<file path="src/rtl/uio_pkg.sv">
package uio_pkg;

    localparam int DATA_W = 32;
    localparam int LED_N  = 4;
    localparam int SEG_N  = 7;
    localparam int DISP_W = SEG_N + 2;  // dp at bit 8, bit 7 unused
    localparam int IN_W   = 3 + LED_N;

    localparam logic [7:0] OFS_CTRL = 8'h00;
    localparam logic [7:0] OFS_DL   = 8'h04;
    localparam logic [7:0] OFS_DR   = 8'h08;
    localparam logic [7:0] OFS_RED  = 8'h0C;
    localparam logic [7:0] OFS_GRN  = 8'h10;
    localparam logic [7:0] OFS_STAT = 8'h14;
    localparam logic [7:0] OFS_IN   = 8'h18;

    localparam int CTRL_MODE_L = 29;
    localparam int CTRL_MODE_R = 28;
    localparam logic [DATA_W-1:0] CTRL_RST  = 32'h0F00_0000;
    localparam logic [DATA_W-1:0] CTRL_MASK = 32'h3FFF_FFFF;
    localparam logic [DISP_W-1:0] DISP_MASK = 9'h17F;

    typedef struct packed {
        logic [DATA_W-1:0] ctrl;
        logic [DISP_W-1:0] disp_l;
        logic [DISP_W-1:0] disp_r;
        logic [LED_N-1:0]  red;
        logic [LED_N-1:0]  green;
        logic [LED_N-1:0]  stat;
    } uio_regs_t;

    typedef struct packed {
        logic             up;
        logic             mid;
        logic             down;
        logic [LED_N-1:0] dip;
    } uio_in_t;

    // segment pattern {a,b,c,d,e,f,g} for a hex digit
    function automatic logic [SEG_N-1:0] hex_glyph(input logic [3:0] v);
        logic [SEG_N-1:0] g;
        case (v)
            4'h0: g = 7'h7E;  4'h1: g = 7'h30;  4'h2: g = 7'h6D;  4'h3: g = 7'h79;
            4'h4: g = 7'h33;  4'h5: g = 7'h5B;  4'h6: g = 7'h5F;  4'h7: g = 7'h70;
            4'h8: g = 7'h7F;  4'h9: g = 7'h7B;  4'hA: g = 7'h77;  4'hB: g = 7'h1F;
            4'hC: g = 7'h4E;  4'hD: g = 7'h3D;  4'hE: g = 7'h4F;  default: g = 7'h47;
        endcase
        return g;
    endfunction

endpackage

</file>
<file path="src/rtl/uio_sync.sv">
module uio_sync #(
    parameter int W = 7
) (
    input  logic         clk,
    input  logic         rst,
    input  logic [W-1:0] d,
    output logic [W-1:0] q
);
    logic [W-1:0] s1_q;

    always_ff @(posedge clk) begin
        if (rst) begin
            s1_q <= '0;
            q    <= '0;
        end else begin
            s1_q <= d;
            q    <= s1_q;
        end
    end
endmodule

</file>
<file path="src/rtl/uio_regbank.sv">
module uio_regbank
    import uio_pkg::*;
#(
    parameter int ADDR_W = 8
) (
    input  logic              clk,
    input  logic              rst,
    input  logic [ADDR_W-1:0] addr,
    input  logic              wr_en,
    input  logic [DATA_W-1:0] wdata,
    input  uio_in_t           in_sync,
    output uio_regs_t         regs,
    output logic [DATA_W-1:0] rdata
);
    localparam logic [ADDR_W-1:0] A_CTRL = ADDR_W'(OFS_CTRL);
    localparam logic [ADDR_W-1:0] A_DL   = ADDR_W'(OFS_DL);
    localparam logic [ADDR_W-1:0] A_DR   = ADDR_W'(OFS_DR);
    localparam logic [ADDR_W-1:0] A_RED  = ADDR_W'(OFS_RED);
    localparam logic [ADDR_W-1:0] A_GRN  = ADDR_W'(OFS_GRN);
    localparam logic [ADDR_W-1:0] A_STAT = ADDR_W'(OFS_STAT);
    localparam logic [ADDR_W-1:0] A_IN   = ADDR_W'(OFS_IN);

    uio_in_t in_q;

    always_ff @(posedge clk) begin
        if (rst) begin
            regs      <= '0;
            regs.ctrl <= CTRL_RST;
            in_q      <= '0;
        end else begin
            in_q <= in_sync;
            if (wr_en) begin
                case (addr)
                    A_CTRL: regs.ctrl   <= wdata & CTRL_MASK;
                    A_DL:   regs.disp_l <= wdata[DISP_W-1:0] & DISP_MASK;
                    A_DR:   regs.disp_r <= wdata[DISP_W-1:0] & DISP_MASK;
                    A_RED:  regs.red    <= wdata[LED_N-1:0];
                    A_GRN:  regs.green  <= wdata[LED_N-1:0];
                    A_STAT: regs.stat   <= wdata[LED_N-1:0];
                    default: ;
                endcase
            end
        end
    end

    always_comb begin
        case (addr)
            A_CTRL:  rdata = regs.ctrl;
            A_DL:    rdata = DATA_W'(regs.disp_l);
            A_DR:    rdata = DATA_W'(regs.disp_r);
            A_RED:   rdata = DATA_W'(regs.red);
            A_GRN:   rdata = DATA_W'(regs.green);
            A_STAT:  rdata = DATA_W'(regs.stat);
            A_IN:    rdata = DATA_W'(in_q);
            default: rdata = '0;
        endcase
    end
endmodule

</file>
<file path="src/rtl/uio_bitmux.sv">
module uio_bitmux #(
    parameter int W = 4
) (
    input  logic         clk,
    input  logic         rst,
    input  logic [W-1:0] sel,
    input  logic [W-1:0] sw,
    input  logic [W-1:0] hw,
    output logic [W-1:0] q
);
    for (genvar i = 0; i < W; i++) begin : g_bit
        always_ff @(posedge clk) begin
            if (rst) q[i] <= 1'b0;
            else     q[i] <= sel[i] ? hw[i] : sw[i];
        end
    end
endmodule

</file>
<file path="src/rtl/uio_disp_drv.sv">
module uio_disp_drv
    import uio_pkg::*;
(
    input  logic              clk,
    input  logic              rst,
    input  logic [DISP_W-1:0] raw,
    input  logic              hex_mode,
    input  logic [SEG_N:0]    sel,
    input  logic [SEG_N:0]    hw,
    output logic [SEG_N:0]    seg
);
    logic [SEG_N-1:0] body;
    logic [SEG_N:0]   sw_word;

    always_comb begin
        body    = hex_mode ? hex_glyph(raw[3:0]) : raw[SEG_N-1:0];
        sw_word = {body, raw[DISP_W-1]};
    end

    uio_bitmux #(.W(SEG_N + 1)) mux_i (
        .clk(clk), .rst(rst), .sel(sel), .sw(sw_word), .hw(hw), .q(seg)
    );
endmodule

</file>
<file path="src/rtl/uio_ctrl.sv">
module uio_ctrl
    import uio_pkg::*;
#(
    parameter int ADDR_W = 8
) (
    input  logic              clk,
    input  logic              rst,
    input  logic [ADDR_W-1:0] bus_addr,
    input  logic              bus_wr_en,
    input  logic [DATA_W-1:0] bus_wdata,
    output logic [DATA_W-1:0] bus_rdata,
    input  logic [SEG_N:0]    hw_hex_l,
    input  logic [SEG_N:0]    hw_hex_r,
    input  logic [LED_N-1:0]  hw_led_red,
    input  logic [LED_N-1:0]  hw_led_green,
    input  logic [LED_N-1:0]  hw_stat,
    input  logic              btn_up,
    input  logic              btn_mid,
    input  logic              btn_down,
    input  logic [LED_N-1:0]  dip_sw,
    output logic [SEG_N:0]    hex_l_seg,
    output logic [SEG_N:0]    hex_r_seg,
    output logic [LED_N-1:0]  led_red,
    output logic [LED_N-1:0]  led_green,
    output logic [LED_N-1:0]  led_stat
);
    uio_regs_t regs_q;
    uio_in_t   in_raw;
    uio_in_t   in_sync;

    assign in_raw = '{up: btn_up, mid: btn_mid, down: btn_down, dip: dip_sw};

    uio_sync #(.W(IN_W)) sync_i (
        .clk(clk), .rst(rst), .d(in_raw), .q(in_sync)
    );

    uio_regbank #(.ADDR_W(ADDR_W)) regs_i (
        .clk(clk), .rst(rst), .addr(bus_addr), .wr_en(bus_wr_en),
        .wdata(bus_wdata), .in_sync(in_sync), .regs(regs_q), .rdata(bus_rdata)
    );

    uio_disp_drv disp_l_i (
        .clk(clk), .rst(rst), .raw(regs_q.disp_l), .hex_mode(regs_q.ctrl[CTRL_MODE_L]),
        .sel(regs_q.ctrl[15:8]), .hw(hw_hex_l), .seg(hex_l_seg)
    );

    uio_disp_drv disp_r_i (
        .clk(clk), .rst(rst), .raw(regs_q.disp_r), .hex_mode(regs_q.ctrl[CTRL_MODE_R]),
        .sel(regs_q.ctrl[7:0]), .hw(hw_hex_r), .seg(hex_r_seg)
    );

    uio_bitmux #(.W(LED_N)) red_i (
        .clk(clk), .rst(rst), .sel(regs_q.ctrl[19:16]), .sw(regs_q.red),
        .hw(hw_led_red), .q(led_red)
    );

    uio_bitmux #(.W(LED_N)) green_i (
        .clk(clk), .rst(rst), .sel(regs_q.ctrl[23:20]), .sw(regs_q.green),
        .hw(hw_led_green), .q(led_green)
    );

    uio_bitmux #(.W(LED_N)) stat_i (
        .clk(clk), .rst(rst), .sel(regs_q.ctrl[27:24]), .sw(regs_q.stat),
        .hw(hw_stat), .q(led_stat)
    );
endmodule

</file>
<file path="config.mk">
export PLATFORM = sky130hd
export DESIGN_NAME = uio_ctrl
export DESIGN_NICKNAME = d
export VERILOG_FILES = /design/src/rtl/uio_pkg.sv /design/src/rtl/uio_sync.sv /design/src/rtl/uio_regbank.sv /design/src/rtl/uio_bitmux.sv /design/src/rtl/uio_disp_drv.sv /design/src/rtl/uio_ctrl.sv
export SDC_FILE = /design/constraint.sdc
export NUM_CORES = 1
export LEC_CHECK = 0
export BUFFER_PORTS_ARGS = -buffer_cell sky130_fd_sc_hd__buf_2
export CAP_MARGIN = 0
export CORE_ASPECT_RATIO = 1.2
export CORE_MARGIN = 3
export CORE_UTILIZATION = 50
export DETAILED_ROUTE_END_ITERATION = 8
export PLACE_DENSITY = 0.76
export SLEW_MARGIN = 20
export SYNTH_ARGS = -nofsm -noshare
export SYNTH_HDL_FRONTEND = slang
export SYNTH_SLANG_ARGS = --single-unit
</file>
<file path="constraint.sdc">
create_clock -name clk -period 2.8 [get_ports clk]
set_input_delay 0.14 -clock clk [delete_from_list [all_inputs] [get_ports clk]]
set_output_delay 0.14 -clock clk [all_outputs]
set_load 0.005 [all_outputs]
</file>
### After elaboration in Yosys (flattened, before gate mapping)

Memories as Yosys holds them, arrays and structs flattened. A register that Yosys moved wholly into a read port is not among the register bits.
Index checks and enable logic that the tools add are counted.

| operators by class | value |
|---|---|
| add/sub/neg operators | 0 |
| multipliers | 0 |
| divide/modulo/power cells | 0 |
| $lt $le $gt $ge | 0 |
| equality and inequality tests | 6 |
| shifts and indexed selects | 0 |
| multiplexer cells | 35 |
| bitwise operators | 0 |
| reductions and logical operators | 7 |

Operators with widths:

| operator | count |
|---|---|
| 30-bit one-hot mux with 7 select lines | 1 |
| 1-bit 2-to-1 mux | 28 |
| 8-bit by 5-bit equality test with 1-bit output (second input constant) | 3 |
| 8-bit by 4-bit equality test with 1-bit output (second input constant) | 2 |
| 4-bit 2-to-1 mux | 4 |
| 7-bit 2-to-1 mux | 2 |
| 2-bit AND reduction | 6 |
| 8-bit by 3-bit equality test with 1-bit output (second input constant) | 1 |
| 8-bit logical NOT | 1 |

| word-level totals | value |
|---|---|
| bits in registers | 107 |
| latch bits | 0 |
| bits in writable memories | 0 |
| bits in read-only memories | 224 |
| input port bits | 78 |
| output and inout bits | 60 |
| word-level logic and storage cells | 90 |
| memories kept | 2 |

Memories:

| name | depth | width | rd ports | clocked after Yosys merged registers in | wr ports | RTL line | source |
|---|---|---|---|---|---|---|---|
| (no name shown) | 16 | 7 | 1 | 1 | 0 | uio_pkg.sv:42 | `case (v)` |
| (no name shown) | 16 | 7 | 1 | 1 | 0 | uio_pkg.sv:42 |  |

### Depth between registers and ports, before layout

| logic depth | value |
|---|---|
| depth in word-level cells | 4 |
| mapped depth | 10 |
| mapped depth without buffers | 8 |

### Hierarchy

A second synthesis with hierarchy kept.

| second synthesis, totals | value |
|---|---|
| cell total of the unflattened synthesis | 542 |
| area total of the unflattened synthesis | 4947.2 um2 |

Modules (own cells, without submodules):

| module | instances | cells each | area each (um2) | sequential area each (um2) |
|---|---|---|---|---|
| uio_regbank | 1 | 327 | 2845.2 | 1301.2 |
| uio_disp_drv | 2 | 50 | 362.8 | 0.0 |
| uio_bitmux at disp_l_i.mux_i ... | 2 | 25 | 281.5 | 160.2 |
| uio_sync | 1 | 29 | 407.9 | 280.3 |
| uio_bitmux at green_i ... | 3 | 12 | 135.1 | 80.1 |

### Least setup slack after synthesis

Ideal clock, no wire load.

| timing | value |
|---|---|
| path kind | input -> register |
| start | in bus_addr[2] |
| end | reg with a tool-made name |
| library setup time | 58 ps |
| data arrival time | 2259 ps |
| data required time | 2742 ps |
| path slack | 483 ps |
| stages | 10 |
| buffers on the path | 2 |
| path through | buf_2 > nor4b_4 > nand3_1 > buf_2 > mux2i_1 > nor2_1 > inv_1 > ha_1 > mux4_2 > inv_1 |

RTL lines:

| item | RTL line | source |
|---|---|---|
| start, declared | uio_ctrl.sv:8 | `input logic [ADDR_W-1:0] bus_addr,` |

==> results.sh <==
export IMPL_outcome="completed"
export IMPL_synth_edf_count=0
export IMPL_final_setup_tns_ns=0
export IMPL_dpl_cell_area_um2=6070
export IMPL_antenna_found_initial=0
export IMPL_hold_violations=0
export IMPL_routed_via_count=4862
export IMPL_clock_skew_ns=0.00563
export IMPL_crit_type="input pin to flop"
export IMPL_wire_per_inst_um=17.5
export IMPL_worstPathArrival_ns=2.44
export IMPL_grt_max_degree=52
export IMPL_syn_area_per_cell_um2=9.18
export IMPL_num_rows=40
export IMPL_portBuffers=133
export IMPL_worst_ep_required_time_ns=3.11
export IMPL_worstMarginPinSlew_ns=0.592
export IMPL_rsz0062_at_grt="no"
export IMPL_syn2layout_area_growth_pct=36.7
export IMPL_viasPerCell=5.41
export IMPL_setup_viol=0
export IMPL_cts_tree="done"
export IMPL_fin_crit_ns=2.13
export IMPL_dr_pass1_iters=5
export IMPL_cts_max_level=4
export IMPL_route_detailed_drc=0
export IMPL_dr_first_iter_drc_count=415
export IMPL_clk_latency_ns=0.42
export IMPL_die_area_um2=11900
export IMPL_drive_gt1_share_pct=25.9
export IMPL_pin_count=138
export IMPL_globalRouteOverflowTotal=0
export IMPL_dpl_hpwl_um=10300
export IMPL_synth_most_common_cell="dfxtp_1"
export IMPL_wl_um=15700
export IMPL_maxSlewViolCount=0
export IMPL_synthDistinctLibCells=52
export IMPL_yosysWarnings=0
export IMPL_layout_setup_ws_ns=0.668
export IMPL_yosysSeqAreaShare_pct=45.7
export IMPL_clk_pin_slew_worst_paths_ns=0.06
export IMPL_power_density_nw_per_um2=582
export IMPL_maxSlewHeadroom_pct=60.5
export IMPL_async_flop_share_pct=0
export IMPL_syn_inst=577
export IMPL_grt_pass1_wl_um=24700
export IMPL_dp_slack_ns=0.254
export IMPL_fmax_ghz=0.469
export IMPL_cap_violations=0
export IMPL_ant_nets=0
export IMPL_cp_max_fo=16
export IMPL_period_share_pct=76.2
export IMPL_die_h_um=119
export IMPL_fillers=718
export IMPL_hold_path_class="input pin to flop"
export IMPL_synth_cell_area_um2=5300
export IMPL_clockBufferDepth=2
export IMPL_peakVddDrop_mv=0.343
export IMPL_crit_path_start_kind="input pin"
export IMPL_grtUsageTotal_pct=26.6
export IMPL_synth_common_cells="dfxtp_1, nor2_1, nand2_1, mux2i_1, a21oi_1"
export IMPL_cts_made_buffers=17
export IMPL_design_area_um2=7240
export IMPL_synth_top_area_cell="dfxtp_1"
export IMPL_cp_end_kind="flop"
export IMPL_first_global_vias=4804
export IMPL_diodes=0
export IMPL_p_leak_nw=3.38
export IMPL_cts_root_buf="clkbuf_16"
export IMPL_coreArea_um2=10200
export IMPL_die_width_um=100
export IMPL_yosys_top_cells_area="dfxtp_1, mux2i_1, nor2_1, nand2_1, a21oi_1"
export IMPL_cts_num_sinks=121
export IMPL_yosys_register_bits=121
export IMPL_synthFlopType="dfxtp_1"
export IMPL_layout_nets=852
export IMPL_start_util_pct=52.2
export IMPL_yosysTopAreaCellShare_pct=45.7
export IMPL_place_congestion=0.865
export IMPL_ctsResizeCount=0
==> path summary, 6_finish.rpt <==
| kind | startpoint | end | slack [ns] | depth (start not counted) |
|---|---|---|---|---|
| setup reg to reg | regs_i.regs[22]$_SDFFE_PP0N_ | flop | 0.98 | 6 |
| setup / recovery | bus_addr[3] | flop | 0.67 | 9 |
| hold reg to reg | sync_i.q[4]$_SDFF_PP0_ | regs_i.in_q[4]$_SDFF_PP0_ | 0.44 | 1 |
| hold / removal | bus_wdata[7] | regs_i.regs[37]$_SDFFE_PP0P_ | 0.005 | 3 |
==> routing by layer <==
layer | GRT usage (%) | up-vias | share of wire [%]
li1 | - | 2341 | -
met1 | 31.1 | 2288 | 40
met2 | 46.4 | 200 | 51
met3 | 6.08 | 33 | 6.2
met4 | 10.4 | 0 | 2.7
met5 | 0 | - | 0
==> metrics by stage <==
step,utilization [%],instances,power [mW],hold slack [ns]
2_1_floorplan,-,578,1.86,0.264
3_3_place_gp,59.8,811,1.94,0.350
3_5_place_dp,59.8,811,1.95,0.352
4_1_cts,71.3,899,4.22,0.00221
5_1_grt,71.3,899,4.32,0.0175
6_report,71.3,899,4.22,0.00494
==> worst max-delay path, stage by stage <==
cell and delay, ns:
buf_2 0.28, nor4b_4 0.41, nand3_4 0.25, mux2i_1 0.19
nor2_1 0.31, inv_1 0.17, ha_1 0.34, mux2i_1 0.08
mux2_2 0.26
==> power breakdown <==
| group | switching (mW) | internal, mW |
|---|---|---|
| clock network | 0.815 | 1.42 |
| logic | 0.113 | 0.120 |
| registers | 0.00512 | 1.74 |
| total | 0.933 | 3.28 |
==> layout make-up <==
class	instances	area, um^2	area share, %
clock buffer	18	439	6.06
clock inverter	14	171	2.37
inverter	14	55.1	0.760
multi-input combinational	407	2680	37.0
sequential	121	2420	33.4
tap	126	158	2.18
timing repair buffer	199	1320	18.2
==> kinds of logic (layout without fill, tap and decap cells) <==
logic type,Yosys count,in the layout,synth area share (%)
fa+ha+maj,14,14,3.31
other cells,1,2,0.0708
buf+inv,50,245,3.85
compound gates,84,84,10.4
xor+xnor,1,1,0.165
simple gates,233,233,21.7
flops,121,121,45.7
mux,73,73,14.8
==> timing repair <==
action	in CTS	in global routing
setup buffers	0	0
endpoints found under the hold margin	58	0
hold buffers	56	0
setup endpoints to repair	0	0
==> layout by cell type, fill, tap and decap left out, drive strengths merged, types with 4 or more instances in the layout <==
master       synthesis  final
a21oi               47     47
a22o                 4      4
a22oi                8      8
and3                25     25
buf                 11    143
clkbuf              25     18
clkinv               0      6
dfxtp              121    121
dlygate4sd3          0     56
ha                  14     14
inv                 14     16
mux2                 5      5
mux2i               66     66
nand2               72     72
nand3                4      4
nand3b               4      4
nor2                80     80
nor2b               30     30
o21ai                6      6
No activity file was read; power rests on OpenSTA's default activity.
